===== config.mk =====
export PLATFORM = sky130hd
export DESIGN_NAME = ucode_datapath
export DESIGN_NICKNAME = d
export VERILOG_FILES = /design/src/rtl/ucdp_pkg.sv /design/src/rtl/ucdp_ustore.sv /design/src/rtl/ucdp_fifo.sv /design/src/rtl/ucdp_alu.sv /design/src/rtl/ucode_datapath.sv
export SDC_FILE = /design/constraint.sdc
export NUM_CORES = 1
export LEC_CHECK = 0
export BUFFER_PORTS_ARGS = -buffer_cell sky130_fd_sc_hd__buf_4
export CAP_MARGIN = 15
export CORE_UTILIZATION = 55
export CTS_BUF_LIST = sky130_fd_sc_hd__clkbuf_4 sky130_fd_sc_hd__clkbuf_8 sky130_fd_sc_hd__clkbuf_16
export CTS_CLUSTER_SIZE = 30
export DETAILED_ROUTE_END_ITERATION = 8
export PLACE_DENSITY = 0.73
export SYNTH_ARGS = -nofsm -noshare
export SYNTH_HDL_FRONTEND = slang
export SYNTH_SLANG_ARGS = --single-unit

===== constraint.sdc =====
create_clock -name clk -period 4.7 [get_ports clk]
set_input_delay 0.47 -clock clk [delete_from_list [all_inputs] [get_ports clk]]
set_output_delay 0.47 -clock clk [all_outputs]
set_load 0.01 [all_outputs]

===== src/rtl/ucdp_pkg.sv =====
`timescale 1ns/1ps
package ucdp_pkg;

    typedef enum logic [2:0] {
        OP_PASS = 3'd0,
        OP_INC  = 3'd1,
        OP_DEC  = 3'd2,
        OP_ADD  = 3'd3,
        OP_SUB  = 3'd4,
        OP_AND  = 3'd5,
        OP_OR   = 3'd6,
        OP_XOR  = 3'd7
    } alu_op_e;

    typedef enum logic [2:0] {
        SRC_A0   = 3'd0,
        SRC_A1   = 3'd1,
        SRC_D0   = 3'd2,
        SRC_D1   = 3'd3,
        SRC_F0   = 3'd4,
        SRC_F1   = 3'd5,
        SRC_ZERO = 3'd6,
        SRC_ONES = 3'd7
    } src_e;

    typedef enum logic [1:0] {
        SH_PASS  = 2'd0,
        SH_LEFT  = 2'd1,
        SH_RIGHT = 2'd2,
        SH_SWAP  = 2'd3
    } shift_e;

    typedef enum logic [1:0] {
        DST_NONE = 2'd0,
        DST_A0   = 2'd1,
        DST_A1   = 2'd2,
        DST_BOTH = 2'd3
    } dest_e;

    typedef enum logic [1:0] {
        HT_D0     = 2'd0,
        HT_D1     = 2'd1,
        HT_MASK   = 2'd2,
        HT_USTORE = 2'd3
    } host_tgt_e;

    typedef struct packed {
        alu_op_e op;
        src_e    src_a;
        src_e    src_b;
        shift_e  shift;
        logic    mask_en;
        dest_e   dest;
    } uword_t;

    localparam int UW = $bits(uword_t);

endpackage


===== src/rtl/ucdp_ustore.sv =====
`timescale 1ns/1ps
module ucdp_ustore
    import ucdp_pkg::*;
#(
    parameter int DEPTH = 8,
    localparam int AW = (DEPTH > 1) ? $clog2(DEPTH) : 1
) (
    input  logic          clk,
    input  logic          rst,
    input  logic          we,
    input  logic [AW-1:0] waddr,
    input  uword_t        wdata,
    input  logic [AW-1:0] raddr,
    output uword_t        rdata
);

    uword_t mem_q [DEPTH];

    always_ff @(posedge clk) begin
        if (rst) begin
            for (int i = 0; i < DEPTH; i++) begin
                mem_q[i] <= '0;
            end
        end else if (we) begin
            mem_q[waddr] <= wdata;
        end
    end

    // Asynchronous read: the addressed entry acts on the same edge.
    assign rdata = mem_q[raddr];

endmodule


===== src/rtl/ucdp_fifo.sv =====
`timescale 1ns/1ps
module ucdp_fifo #(
    parameter int DW    = 8,
    parameter int DEPTH = 4,
    localparam int PW = (DEPTH > 1) ? $clog2(DEPTH) : 1,
    localparam int CW = $clog2(DEPTH + 1)
) (
    input  logic          clk,
    input  logic          rst,
    input  logic          push,
    input  logic [DW-1:0] push_data,
    input  logic          pop,
    output logic [DW-1:0] head,
    output logic          empty,
    output logic          full
);

    logic [DW-1:0] mem_q [DEPTH];
    logic [PW-1:0] rd_q, wr_q;
    logic [CW-1:0] cnt_q;
    logic          push_ok, pop_ok;

    function automatic logic [PW-1:0] bump(input logic [PW-1:0] p);
        return (p == PW'(DEPTH - 1)) ? '0 : p + 1'b1;
    endfunction

    assign empty   = (cnt_q == '0);
    assign full    = (cnt_q == CW'(DEPTH));
    assign push_ok = push && !full;
    assign pop_ok  = pop && !empty;
    assign head    = empty ? '0 : mem_q[rd_q];

    always_ff @(posedge clk) begin
        if (push_ok) begin
            mem_q[wr_q] <= push_data;
        end
    end

    always_ff @(posedge clk) begin
        if (rst) begin
            rd_q  <= '0;
            wr_q  <= '0;
            cnt_q <= '0;
        end else begin
            if (push_ok) wr_q <= bump(wr_q);
            if (pop_ok)  rd_q <= bump(rd_q);
            unique case ({push_ok, pop_ok})
                2'b10:   cnt_q <= cnt_q + 1'b1;
                2'b01:   cnt_q <= cnt_q - 1'b1;
                default: cnt_q <= cnt_q;
            endcase
        end
    end

    assert_count_bound_R9: assert property (@(posedge clk) disable iff (rst)
        cnt_q <= CW'(DEPTH));

    assert_full_push_dropped_R9: assert property (@(posedge clk) disable iff (rst)
        (full && push && !pop) |=> (full && $stable(wr_q)));

    assert_empty_pop_ignored_R11: assert property (@(posedge clk) disable iff (rst)
        (empty && pop && !push) |=> empty);

endmodule


===== src/rtl/ucdp_alu.sv =====
`timescale 1ns/1ps
module ucdp_alu
    import ucdp_pkg::*;
#(
    parameter int DW = 8,
    localparam int HALF = DW / 2
) (
    input  alu_op_e       op,
    input  logic [DW-1:0] opnd_a,
    input  logic [DW-1:0] opnd_b,
    input  shift_e        shift,
    input  logic          mask_en,
    input  logic [DW-1:0] mask,
    output logic [DW-1:0] result,
    output logic          ovf
);

    logic [DW-1:0] alu_r;
    logic [DW-1:0] sh_r;

    always_comb begin
        unique case (op)
            OP_PASS: alu_r = opnd_a;
            OP_INC:  alu_r = opnd_a + DW'(1);
            OP_DEC:  alu_r = opnd_a - DW'(1);
            OP_ADD:  alu_r = opnd_a + opnd_b;
            OP_SUB:  alu_r = opnd_a - opnd_b;
            OP_AND:  alu_r = opnd_a & opnd_b;
            OP_OR:   alu_r = opnd_a | opnd_b;
            OP_XOR:  alu_r = opnd_a ^ opnd_b;
        endcase
    end

    always_comb begin
        unique case (op)
            OP_ADD:  ovf = (opnd_a[DW-1] == opnd_b[DW-1]) && (alu_r[DW-1] != opnd_a[DW-1]);
            OP_SUB:  ovf = (opnd_a[DW-1] != opnd_b[DW-1]) && (alu_r[DW-1] != opnd_a[DW-1]);
            default: ovf = 1'b0;
        endcase
    end

    always_comb begin
        unique case (shift)
            SH_PASS:  sh_r = alu_r;
            SH_LEFT:  sh_r = {alu_r[DW-2:0], 1'b0};
            SH_RIGHT: sh_r = {1'b0, alu_r[DW-1:1]};
            SH_SWAP:  sh_r = {alu_r[HALF-1:0], alu_r[DW-1:HALF]};
        endcase
    end

    assign result = mask_en ? (sh_r & mask) : sh_r;

endmodule


===== src/rtl/ucode_datapath.sv =====
`timescale 1ns/1ps
module ucode_datapath
    import ucdp_pkg::*;
#(
    parameter int DW         = 8,
    parameter int US_DEPTH   = 8,
    parameter int FIFO_DEPTH = 4,
    localparam int UAW    = (US_DEPTH > 1) ? $clog2(US_DEPTH) : 1,
    localparam int NFIFO  = 2
) (
    input  logic                       clk,
    input  logic                       rst,
    input  logic [UAW-1:0]             ustore_addr,
    input  logic                       host_we,
    input  logic [1:0]                 host_sel,
    input  logic [UAW-1:0]             host_idx,
    input  logic [UW-1:0]              host_wdata,
    input  logic [NFIFO-1:0]           fifo_push,
    input  logic [DW-1:0]              fifo_wdata,
    input  logic [NFIFO-1:0]           fifo_pop,
    input  logic [NFIFO-1:0]           uflow_clr,
    output logic [DW-1:0]              acc0,
    output logic [DW-1:0]              acc1,
    output logic [NFIFO-1:0][DW-1:0]   fifo_head,
    output logic [NFIFO-1:0]           fifo_empty,
    output logic [NFIFO-1:0]           fifo_full,
    output logic [NFIFO-1:0]           uflow,
    output logic [3:0]                 st_zero,
    output logic [3:0]                 st_ones,
    output logic [1:0]                 st_eq,
    output logic                       st_ovf
);

    uword_t          uw;
    host_tgt_e       tgt;
    logic [DW-1:0]   acc0_q, acc1_q, d0_q, d1_q, mask_q;
    logic [DW-1:0]   opnd_a, opnd_b, result;
    logic [NFIFO-1:0] dp_pop;
    logic [NFIFO-1:0] uflow_q;

    assign tgt = host_tgt_e'(host_sel);

    // Microcode table
    ucdp_ustore #(.DEPTH(US_DEPTH)) u_ustore (
        .clk   (clk),
        .rst   (rst),
        .we    (host_we && (tgt == HT_USTORE)),
        .waddr (host_idx),
        .wdata (uword_t'(host_wdata)),
        .raddr (ustore_addr),
        .rdata (uw)
    );

    // Byte queues, one per queue operand source
    for (genvar gi = 0; gi < NFIFO; gi++) begin : g_fifo
        localparam src_e MY_SRC = (gi == 0) ? SRC_F0 : SRC_F1;

        assign dp_pop[gi] = (uw.src_a == MY_SRC) || (uw.src_b == MY_SRC);

        ucdp_fifo #(.DW(DW), .DEPTH(FIFO_DEPTH)) u_fifo (
            .clk       (clk),
            .rst       (rst),
            .push      (fifo_push[gi]),
            .push_data (fifo_wdata),
            .pop       (dp_pop[gi] || fifo_pop[gi]),
            .head      (fifo_head[gi]),
            .empty     (fifo_empty[gi]),
            .full      (fifo_full[gi])
        );
    end

    // Operand selection
    function automatic logic [DW-1:0] pick(input src_e s,
                                           input logic [DW-1:0] a0, a1, d0, d1, f0, f1);
        unique case (s)
            SRC_A0:   return a0;
            SRC_A1:   return a1;
            SRC_D0:   return d0;
            SRC_D1:   return d1;
            SRC_F0:   return f0;
            SRC_F1:   return f1;
            SRC_ZERO: return '0;
            SRC_ONES: return '1;
        endcase
    endfunction

    always_comb begin
        opnd_a = pick(uw.src_a, acc0_q, acc1_q, d0_q, d1_q, fifo_head[0], fifo_head[1]);
        opnd_b = pick(uw.src_b, acc0_q, acc1_q, d0_q, d1_q, fifo_head[0], fifo_head[1]);
    end

    ucdp_alu #(.DW(DW)) u_alu (
        .op      (uw.op),
        .opnd_a  (opnd_a),
        .opnd_b  (opnd_b),
        .shift   (uw.shift),
        .mask_en (uw.mask_en),
        .mask    (mask_q),
        .result  (result),
        .ovf     (st_ovf)
    );

    // Accumulator write-back
    always_ff @(posedge clk) begin
        if (rst) begin
            acc0_q <= '0;
            acc1_q <= '0;
        end else begin
            if (uw.dest == DST_A0 || uw.dest == DST_BOTH) acc0_q <= result;
            if (uw.dest == DST_A1 || uw.dest == DST_BOTH) acc1_q <= result;
        end
    end

    // Host-written registers
    always_ff @(posedge clk) begin
        if (rst) begin
            d0_q   <= '0;
            d1_q   <= '0;
            mask_q <= '1;
        end else if (host_we) begin
            unique case (tgt)
                HT_D0:     d0_q   <= host_wdata[DW-1:0];
                HT_D1:     d1_q   <= host_wdata[DW-1:0];
                HT_MASK:   mask_q <= host_wdata[DW-1:0];
                HT_USTORE: ;
            endcase
        end
    end

    // Sticky underflow: set wins over clear
    always_ff @(posedge clk) begin
        if (rst) begin
            uflow_q <= '0;
        end else begin
            uflow_q <= (uflow_q & ~uflow_clr) | (dp_pop & fifo_empty);
        end
    end

    // Outputs
    assign acc0    = acc0_q;
    assign acc1    = acc1_q;
    assign uflow   = uflow_q;
    assign st_zero = {d1_q == '0, d0_q == '0, acc1_q == '0, acc0_q == '0};
    assign st_ones = {d1_q == '1, d0_q == '1, acc1_q == '1, acc0_q == '1};
    assign st_eq   = {acc1_q == d1_q, acc0_q == d0_q};

    assert_dest_none_holds_R7: assert property (@(posedge clk) disable iff (rst)
        (uw.dest == DST_NONE) |=> ($stable(acc0_q) && $stable(acc1_q)));

    assert_ovf_only_addsub_R4: assert property (@(posedge clk) disable iff (rst)
        st_ovf |-> (uw.op == OP_ADD || uw.op == OP_SUB));

    assert_uflow_sticky_R11: assert property (@(posedge clk) disable iff (rst)
        (uflow_q[0] && !uflow_clr[0]) |=> uflow_q[0]);

    assert_empty_reads_zero_R11: assert property (@(posedge clk) disable iff (rst)
        (uw.src_a == SRC_F0 && fifo_empty[0]) |-> (opnd_a == '0));

    assert_unselected_no_uflow_R10: assert property (@(posedge clk) disable iff (rst)
        (!dp_pop[1] && !uflow_q[1]) |=> !uflow_q[1]);

endmodule


==> results of run 1 <==
==> flip-flops by register name (all words and copies together) (netlist names), named ones only <==
name	cells
u_ustore.mem_q	112
g_fifo.u_fifo.mem_q	64
acc0	8
acc1	8
d0_q	8
d1_q	8
mask_q	8
g_fifo.u_fifo.cnt_q	6
g_fifo.u_fifo.rd_q	4
g_fifo.u_fifo.wr_q	4
uflow	2
==> area by class of cell <==
cell class	instances	area, um2	share of cell area
clock buffers	32	697	0.0429
clock inverters	14	220	0.0136
inverters	39	146	0.00902
multi-input cells	803	6140	0.378
flip-flops and latches	236	6490	0.400
well taps	313	392	0.0241
repair buffers	272	2150	0.132
==> where the power goes <==
group	total (mW)	internal [mW]	switching [mW]	leakage (nW)
Sequential	2.58	2.44	0.146	2.14
Clock	2.17	1.34	0.831	0.458
Combinational	3.15	1.48	1.67	3.78
Total	7.90	5.25	2.65	6.38
==> metrics by stage <==
stage	hold slack, ns	worst slack (ns)	instance area, um2
final	0.187	-0.866	16200
after global routing	0.181	-1.05	16200
after CTS	0.179	-0.696	16000
after detailed placement	0.453	-0.596	15000
after global placement	0.443	-0.520	15000
after floorplan	0.430	-0.107	12900
==> per-layer routing <==
| metal | vias up | track usage | share of wire |
|---|---|---|---|
| li1 | 4652 | - | - |
| met1 | 4990 | 0.466 | 0.41 |
| met2 | 522 | 0.510 | 0.46 |
| met3 | 96 | 0.0521 | 0.090 |
| met4 | 0 | 0.118 | 0.037 |
| met5 | - | 0 | 0 |
==> what timing repair did <==
action,in CTS,in global routing
setup endpoints to repair,9,13
resized for setup,13,30
pin swaps,4,31
setup buffers,3,14
==> placed cells by master (no fill, tap or decap), types with 6 or more instances in the layout <==
master     Yosys  routed
buf_4         10     262
edfxtp_1     176     176
and2_1       137     136
nand2_1      102     100
nor2_1        86      81
dfxtp_1       60      60
a21oi_1       59      54
mux4_2        44      44
inv_1         39      39
ha_1          33      31
mux2i_1       29      26
clkbuf_16      0      25
xnor2_1       22      22
nand3_1       22      21
or2_2         17      16
o21ai_0       21      15
nor3_1        17      15
o21ai_1       14      15
nor2b_1       15      15
o22ai_1       13      13
nand3b_1      13      13
nand4_1       13      13
o211ai_1      12      12
mux2_2        10       9
or3_1          8       8
or4_1          8       8
a32o_1         8       8
buf_12         0       8
xor2_1         7       7
a31oi_1        7       6
nor2_2         1       6
o31ai_1        7       6
nand2b_1       6       6
==> logic make-up after synthesis <==
| family | Yosys count | share of synthesized area |
|---|---|---|
| adder cells (fa/ha/maj) | 36 | 0.0368 |
| flip-flops | 236 | 0.504 |
| AO/OA/AOI/OAI | 191 | 0.0989 |
| multiplexers | 90 | 0.118 |
| XOR/XNOR | 29 | 0.0197 |
| buffers and inverters | 105 | 0.0377 |
| AND/OR/NAND/NOR | 457 | 0.185 |
==> worst paths after layout <==
kind	start	depth (start not counted)	endpoint	slack [ns]
max	u_ustore.mem_q[5][6]$_SDFFCE_PN0P_	22	st_ovf	-0.87
min	fifo_wdata[6]	1	g_fifo[0].u_fifo.mem_q[0][6]$_DFFE_PP_	0.19
max reg2reg	u_ustore.mem_q[5][6]$_SDFFCE_PN0P_	24	acc1[7]$_SDFFE_PP0P_	-0.26
min reg2reg	mask_q[5]$_SDFFE_PP1P_	2	mask_q[5]$_SDFFE_PP1P_	0.47
==> worst max-delay path, delay by kind of cell (launching register included) <==
family / cells / cell delay (ns)
buffers and inverters: 4 / 0.57
DFF: 1 / 0.39
and+or+nand+nor: 4 / 0.49
AOI/OAI and AO/OA: 10 / 1.76
muxes: 2 / 0.87
xor gates and xnor gates: 1 / 0.20
adders and majority gates: 1 / 0.31
==> flow_metrics.env, run 1 <==
export IMPL_leakagePower_nw=6.38
export IMPL_synth_most_common_cell="edfxtp_1"
export IMPL_num_io_pins=88
export IMPL_place_congestion=0.946
export IMPL_synth_edf_count=176
export IMPL_setup_viol=11
export IMPL_clk_insertion_delay_late_ns=0.54
export IMPL_area_delta_synth_final_pct=26.2
export IMPL_start_kind="flop"
export IMPL_avgViaCountPerCell=6.00
export IMPL_fmax_mhz=180
export IMPL_clockBufferDepth=3
export IMPL_finalPower_mw=7.90
export IMPL_rows=55
export IMPL_yosys_cell_types_count=72
export IMPL_final_cells=1709
export IMPL_critPathRequiredTime_ns=4.23
export IMPL_violations="setup timing"
export IMPL_status="finished with violations"
export IMPL_grt_pass1_vias=10000
export IMPL_ctsHoldBuffers=0
export IMPL_place_inst=1645
export IMPL_fp_dieW_um=155
export IMPL_fin_nets=1452
export IMPL_drtIter0Drc=1011
export IMPL_yosys_warnings=0
export IMPL_slowest_delay_ns=0.53
export IMPL_synth_cell_area_um2=12900
export IMPL_crit_path_max_fanout=5
export IMPL_htree_num_levels=1
export IMPL_cp_arrival_ns=5.10
export IMPL_grt_pass1_wl_um=58400
export IMPL_dieArea_um2=24000
export IMPL_ir_drop_mv=0.435
export IMPL_grt_start_max_net_pins=68
export IMPL_ys_seq_elements=236
export IMPL_drive_gt1_frac=0.317
export IMPL_dpl_hpwl_um=28000
export IMPL_first_pass_iters=5
export IMPL_worstMarginPinSlew_ns=0.944
export IMPL_wirelength_um=39000
export IMPL_drv_slew=0
export IMPL_ys_seq_area_frac=0.504
export IMPL_async_flop_share=0
export IMPL_fp_coreArea_um2=22800
export IMPL_period_share=1.18
export IMPL_hold_viol_final=0
export IMPL_cts_tree="done"
export IMPL_ant_nets=0
export IMPL_relSlewSlack=0.353
export IMPL_avgSynthCellArea_um2=11.2
export IMPL_cp_slowest_cell="mux4_2"
export IMPL_synthTopCellsByArea="edfxtp_1 41%, dfxtp_1 9.3%, mux4_2 7.7%"
export IMPL_hold_class="in -> reg"
export IMPL_p_per_area_nw_per_um2=487
export IMPL_wl_per_cell_um=22.8
export IMPL_drc_errors=0
export IMPL_crit_chain="mux4_2 > mux2_4 > buf_6 > nand2_1 > a31oi_1 > o221ai_2 > inv_1 > nor2_2 > xor2_1 > o22ai_1 > ha_1 > o21ai_2 > a21oi_2 > buf_4 > o41ai_4 > o211a_1 > o211ai_1 > a211o_1 > and2_4 > nand3_2 > a21oi_2 > buf_4"
export IMPL_grt_total_usage=0.327
export IMPL_worst_setup_path_type="reg -> out"
export IMPL_worst_slack_ns=-0.866
export IMPL_cts_num_sinks=236
export IMPL_die_h_um=155
export IMPL_antenna_found_initial=0
export IMPL_nFillCells=1609
export IMPL_cts_root_buffer="clkbuf_16"
export IMPL_gr_total_overflow=0
export IMPL_cap_violations=0
export IMPL_numPortBuffers=87
export IMPL_synth_ff_type="edfxtp_1"
export IMPL_initial_core_util=0.565
export IMPL_synth_fp_nets=1219
export IMPL_cp_end_kind="output port"
export IMPL_synth_top_cell_area_share=0.411
export IMPL_fin_util=0.713
export IMPL_numCtsBuffers=25
export IMPL_synthTopCellsByCount="176 x edfxtp_1, 137 x and2_1, 102 x nand2_1"
export IMPL_fin_crit_ns=5.57
export IMPL_skew_ns=0.0223
export IMPL_vias=10300
export IMPL_setup_tns_ns=-2.14
export IMPL_rsz0062_at_grt="yes"
export IMPL_postSynthCellCount=1144
export IMPL_path_clk_slew_ns=0.07
export IMPL_n_antenna_cell=0
export IMPL_yosysTopAreaCell="edfxtp_1"
(Power assumes the default switching activity.)
==> run 2, diff against run 1 <==
--- a/config.mk
+++ b/config.mk
@@ -5,12 +5,12 @@
 export SDC_FILE = /design/constraint.sdc
 export NUM_CORES = 1
 export LEC_CHECK = 0
-export BUFFER_PORTS_ARGS = -buffer_cell sky130_fd_sc_hd__buf_4
 export CAP_MARGIN = 15
-export CORE_UTILIZATION = 55
+export CORE_UTILIZATION = 58
 export CTS_BUF_LIST = sky130_fd_sc_hd__clkbuf_4 sky130_fd_sc_hd__clkbuf_8 sky130_fd_sc_hd__clkbuf_16
 export CTS_CLUSTER_SIZE = 30
 export DETAILED_ROUTE_END_ITERATION = 8
+export DONT_BUFFER_PORTS = 1
 export PLACE_DENSITY = 0.73
 export SYNTH_ARGS = -nofsm -noshare
 export SYNTH_HDL_FRONTEND = slang
==> run 2 against run 1 <==
  * The flow still finishes with violations (setup timing)
  * Clock power shrank 12%
  * Die area shrank 5.1%
  * Flip-flop and latch count unchanged
  * Critical path type unchanged
  * Largest cell class unchanged
==> flow_metrics.env, run 2 (synthesis results as in run 1) <==
export IMPL_drive_gt1_frac=0.242
export IMPL_final_common_cell="edfxtp_1"
export IMPL_clkPwrFrac=0.265
export IMPL_cp_arrival_ns=4.92
export IMPL_start_kind="flop"
export IMPL_avgViaCountPerCell=6.26
export IMPL_numPortBuffers=0
export IMPL_dieArea_um2=22800
export IMPL_fin_nets=1320
export IMPL_rsz0062_at_grt="yes"
export IMPL_cts_num_sinks=236
export IMPL_clockBufferDepth=3
export IMPL_crit_path_max_fanout=5
export IMPL_wl_per_cell_um=23.5
export IMPL_crit_chain="mux4_2 > mux2i_4 > buf_12 > buf_4 > a211oi_1 > a221oi_1 > o22ai_2 > buf_4 > xor2_1 > o22ai_1 > ha_2 > o21ai_2 > a21oi_2 > o41a_1 > o211ai_1 > o2111ai_1 > a211o_1 > and2_4 > nand3_1 > a21oi_2"
export IMPL_drv_slew=0
export IMPL_path_clk_slew_ns=0.06
export IMPL_reg2reg_depth=21
export IMPL_n_antenna_cell=0
export IMPL_cap_violations=0
export IMPL_drc_errors=0
export IMPL_clk_insertion_delay_late_ns=0.53
export IMPL_p_switching_mw=2.43
export IMPL_status="finished with violations"
export IMPL_wirelength_um=36300
export IMPL_place_ws_ns=-0.242
export IMPL_cp_top_family="compound AO/OA/AOI/OAI gates"
export IMPL_grt_pass1_wl_um=54200
export IMPL_worstMarginPinSlew_ns=1.12
export IMPL_antenna_found_initial=0
export IMPL_drtIter0Drc=880
export IMPL_largest_register_ffs=112
export IMPL_nFillCells=1596
export IMPL_worst_setup_path_type="reg -> out"
export IMPL_top_register="u_ustore.mem_q"
export IMPL_dpl_hpwl_um=25700
export IMPL_area_delta_synth_final_pct=17.3
export IMPL_place_congestion=0.993
export IMPL_multi_input_area_um2=6150
export IMPL_fp_coreArea_um2=21800
export IMPL_vias=9659
export IMPL_switching_share=0.336
export IMPL_initial_core_util=0.591
export IMPL_die_h_um=151
export IMPL_gr_total_overflow=0
export IMPL_grt_total_usage=0.322
export IMPL_final_cell_mix="176 x edfxtp_1, 136 x and2_1, 131 x buf_4"
export IMPL_htree_num_levels=1
export IMPL_pwr_share_seq=0.358
export IMPL_cts_root_buffer="clkbuf_16"
export IMPL_final_cells=1543
export IMPL_place_inst=1493
export IMPL_violations="setup timing"
export IMPL_hold_viol_final=0
export IMPL_combPwrFrac=0.376
export IMPL_first_pass_iters=5
export IMPL_p_per_area_nw_per_um2=478
export IMPL_skew_ns=0.0313
export IMPL_num_io_pins=88
export IMPL_hold_depth=1
export IMPL_fin_crit_ns=5.39
export IMPL_cp_slowest_cell="mux4_2"
export IMPL_crit_cells=20
export IMPL_rows=54
export IMPL_ir_drop_mv=0.467
export IMPL_cts_tree="done"
export IMPL_top_regs="u_ustore.mem_q x112, g_fifo.u_fifo.mem_q x64"
export IMPL_grt_pass1_vias=9254
export IMPL_grt_start_max_net_pins=63
export IMPL_fin_util=0.694
export IMPL_worst_slack_ns=-0.690
export IMPL_critPathBufInv=3
export IMPL_numCtsBuffers=24
export IMPL_fp_dieW_um=151
export IMPL_place_area_um2=14000
export IMPL_ant_nets=0
export IMPL_leakagePower_nw=5.68
export IMPL_critPathRequiredTime_ns=4.23
export IMPL_internal_power_mw=4.79
export IMPL_slowest_delay_ns=0.52
export IMPL_register_area_um2=6490
export IMPL_relSlewSlack=0.230
export IMPL_fmax_mhz=186
export IMPL_design_area_um2=15100
export IMPL_period_share=1.15
export IMPL_setup_viol=6
export IMPL_hold_class="in -> reg"
export IMPL_cp_end_kind="output port"
run 2: cell count changes in the layout (fill, tap and decap cells not counted), sizes merged:
cell         before  now
buf             272  139
bufinv            5    2
clkinvlp          0    2
inv              41   39
clkbuf           32   33
clkinv            7    8
dlygate4sd3       0    1
run 2: timing repair:
| action | CTS | global route |
|---|---|---|
| hold buffers | 1 | 0 |
| cloned | 0 | 1 |
| endpoints found under the setup margin | 9 | 11 |
| buffers inserted | 0 | 7 |
| endpoints found under the hold margin | 6 | 0 |
| pin swaps | 8 | 24 |
| resized for setup | 12 | 31 |
run 2: worst register-to-register path, delay by kind of cell (launching register included):
family / cells / cell delay [ns]
AOI/OAI and AO/OA: 10 / 1.96
buffers and inverters: 3 / 0.41
muxes: 3 / 0.78
xor gates and xnor gates: 1 / 0.10
adders and majority gates: 2 / 0.67
DFF: 1 / 0.42
and+or+nand+nor: 2 / 0.41
run 2: power groups by stage:
stage / Combinational, mW / Sequential, mW / Clock [mW]
after floorplan: 1.60 / 2.59 / 0
after global placement: 2.51 / 2.61 / 0
after detailed placement: 2.53 / 2.62 / 0
after CTS: 2.58 / 2.58 / 1.93
after global routing: 2.93 / 2.60 / 2.00
final: 2.72 / 2.58 / 1.91
run 2: layout make-up:
cell class / count / share of cell area
Inverter: 39 / 0.00970
Multi-Input combinational cell: 803 / 0.407
Clock inverter: 12 / 0.00779
Clock buffer: 32 / 0.0462
Sequential cell: 236 / 0.430
Tap cell: 280 / 0.0232
Timing Repair Buffer: 141 / 0.0758
run 2: metrics by stage:
step                total power, mW  hold WS [ns]  TNS (ns)
floorplan                      4.19         0.430    -0.107
CTS                            7.09       0.00477    -0.627
global placement               5.12         0.440    -0.997
detailed placement             5.15         0.450     -1.20
global route                   7.53       0.00333     -2.88
finish                         7.21        0.0273    -0.984
run 2: path summary, 6_finish.rpt:
kind                            slack [ns]                endpoint                               start
worst max-delay path                 -0.69                  st_ovf  u_ustore.mem_q[2][5]$_SDFFCE_PN0P_
worst min-delay path                  0.03                    flop                                 rst
worst max register to register       -0.17    acc0[7]$_SDFFE_PP0P_  u_ustore.mem_q[2][5]$_SDFFCE_PN0P_
worst min register to register        0.47  mask_q[4]$_SDFFE_PP1P_              mask_q[4]$_SDFFE_PP1P_
run 2: metal layers:
metal	wire length, um	global-route usage	share of wire	up-vias
li1	-	-	-	4393
met1	14600	0.426	0.40	4729
met3	2750	0.0596	0.076	97
met2	17400	0.522	0.48	440
met5	0	0	0	-
met4	1540	0.139	0.042	0
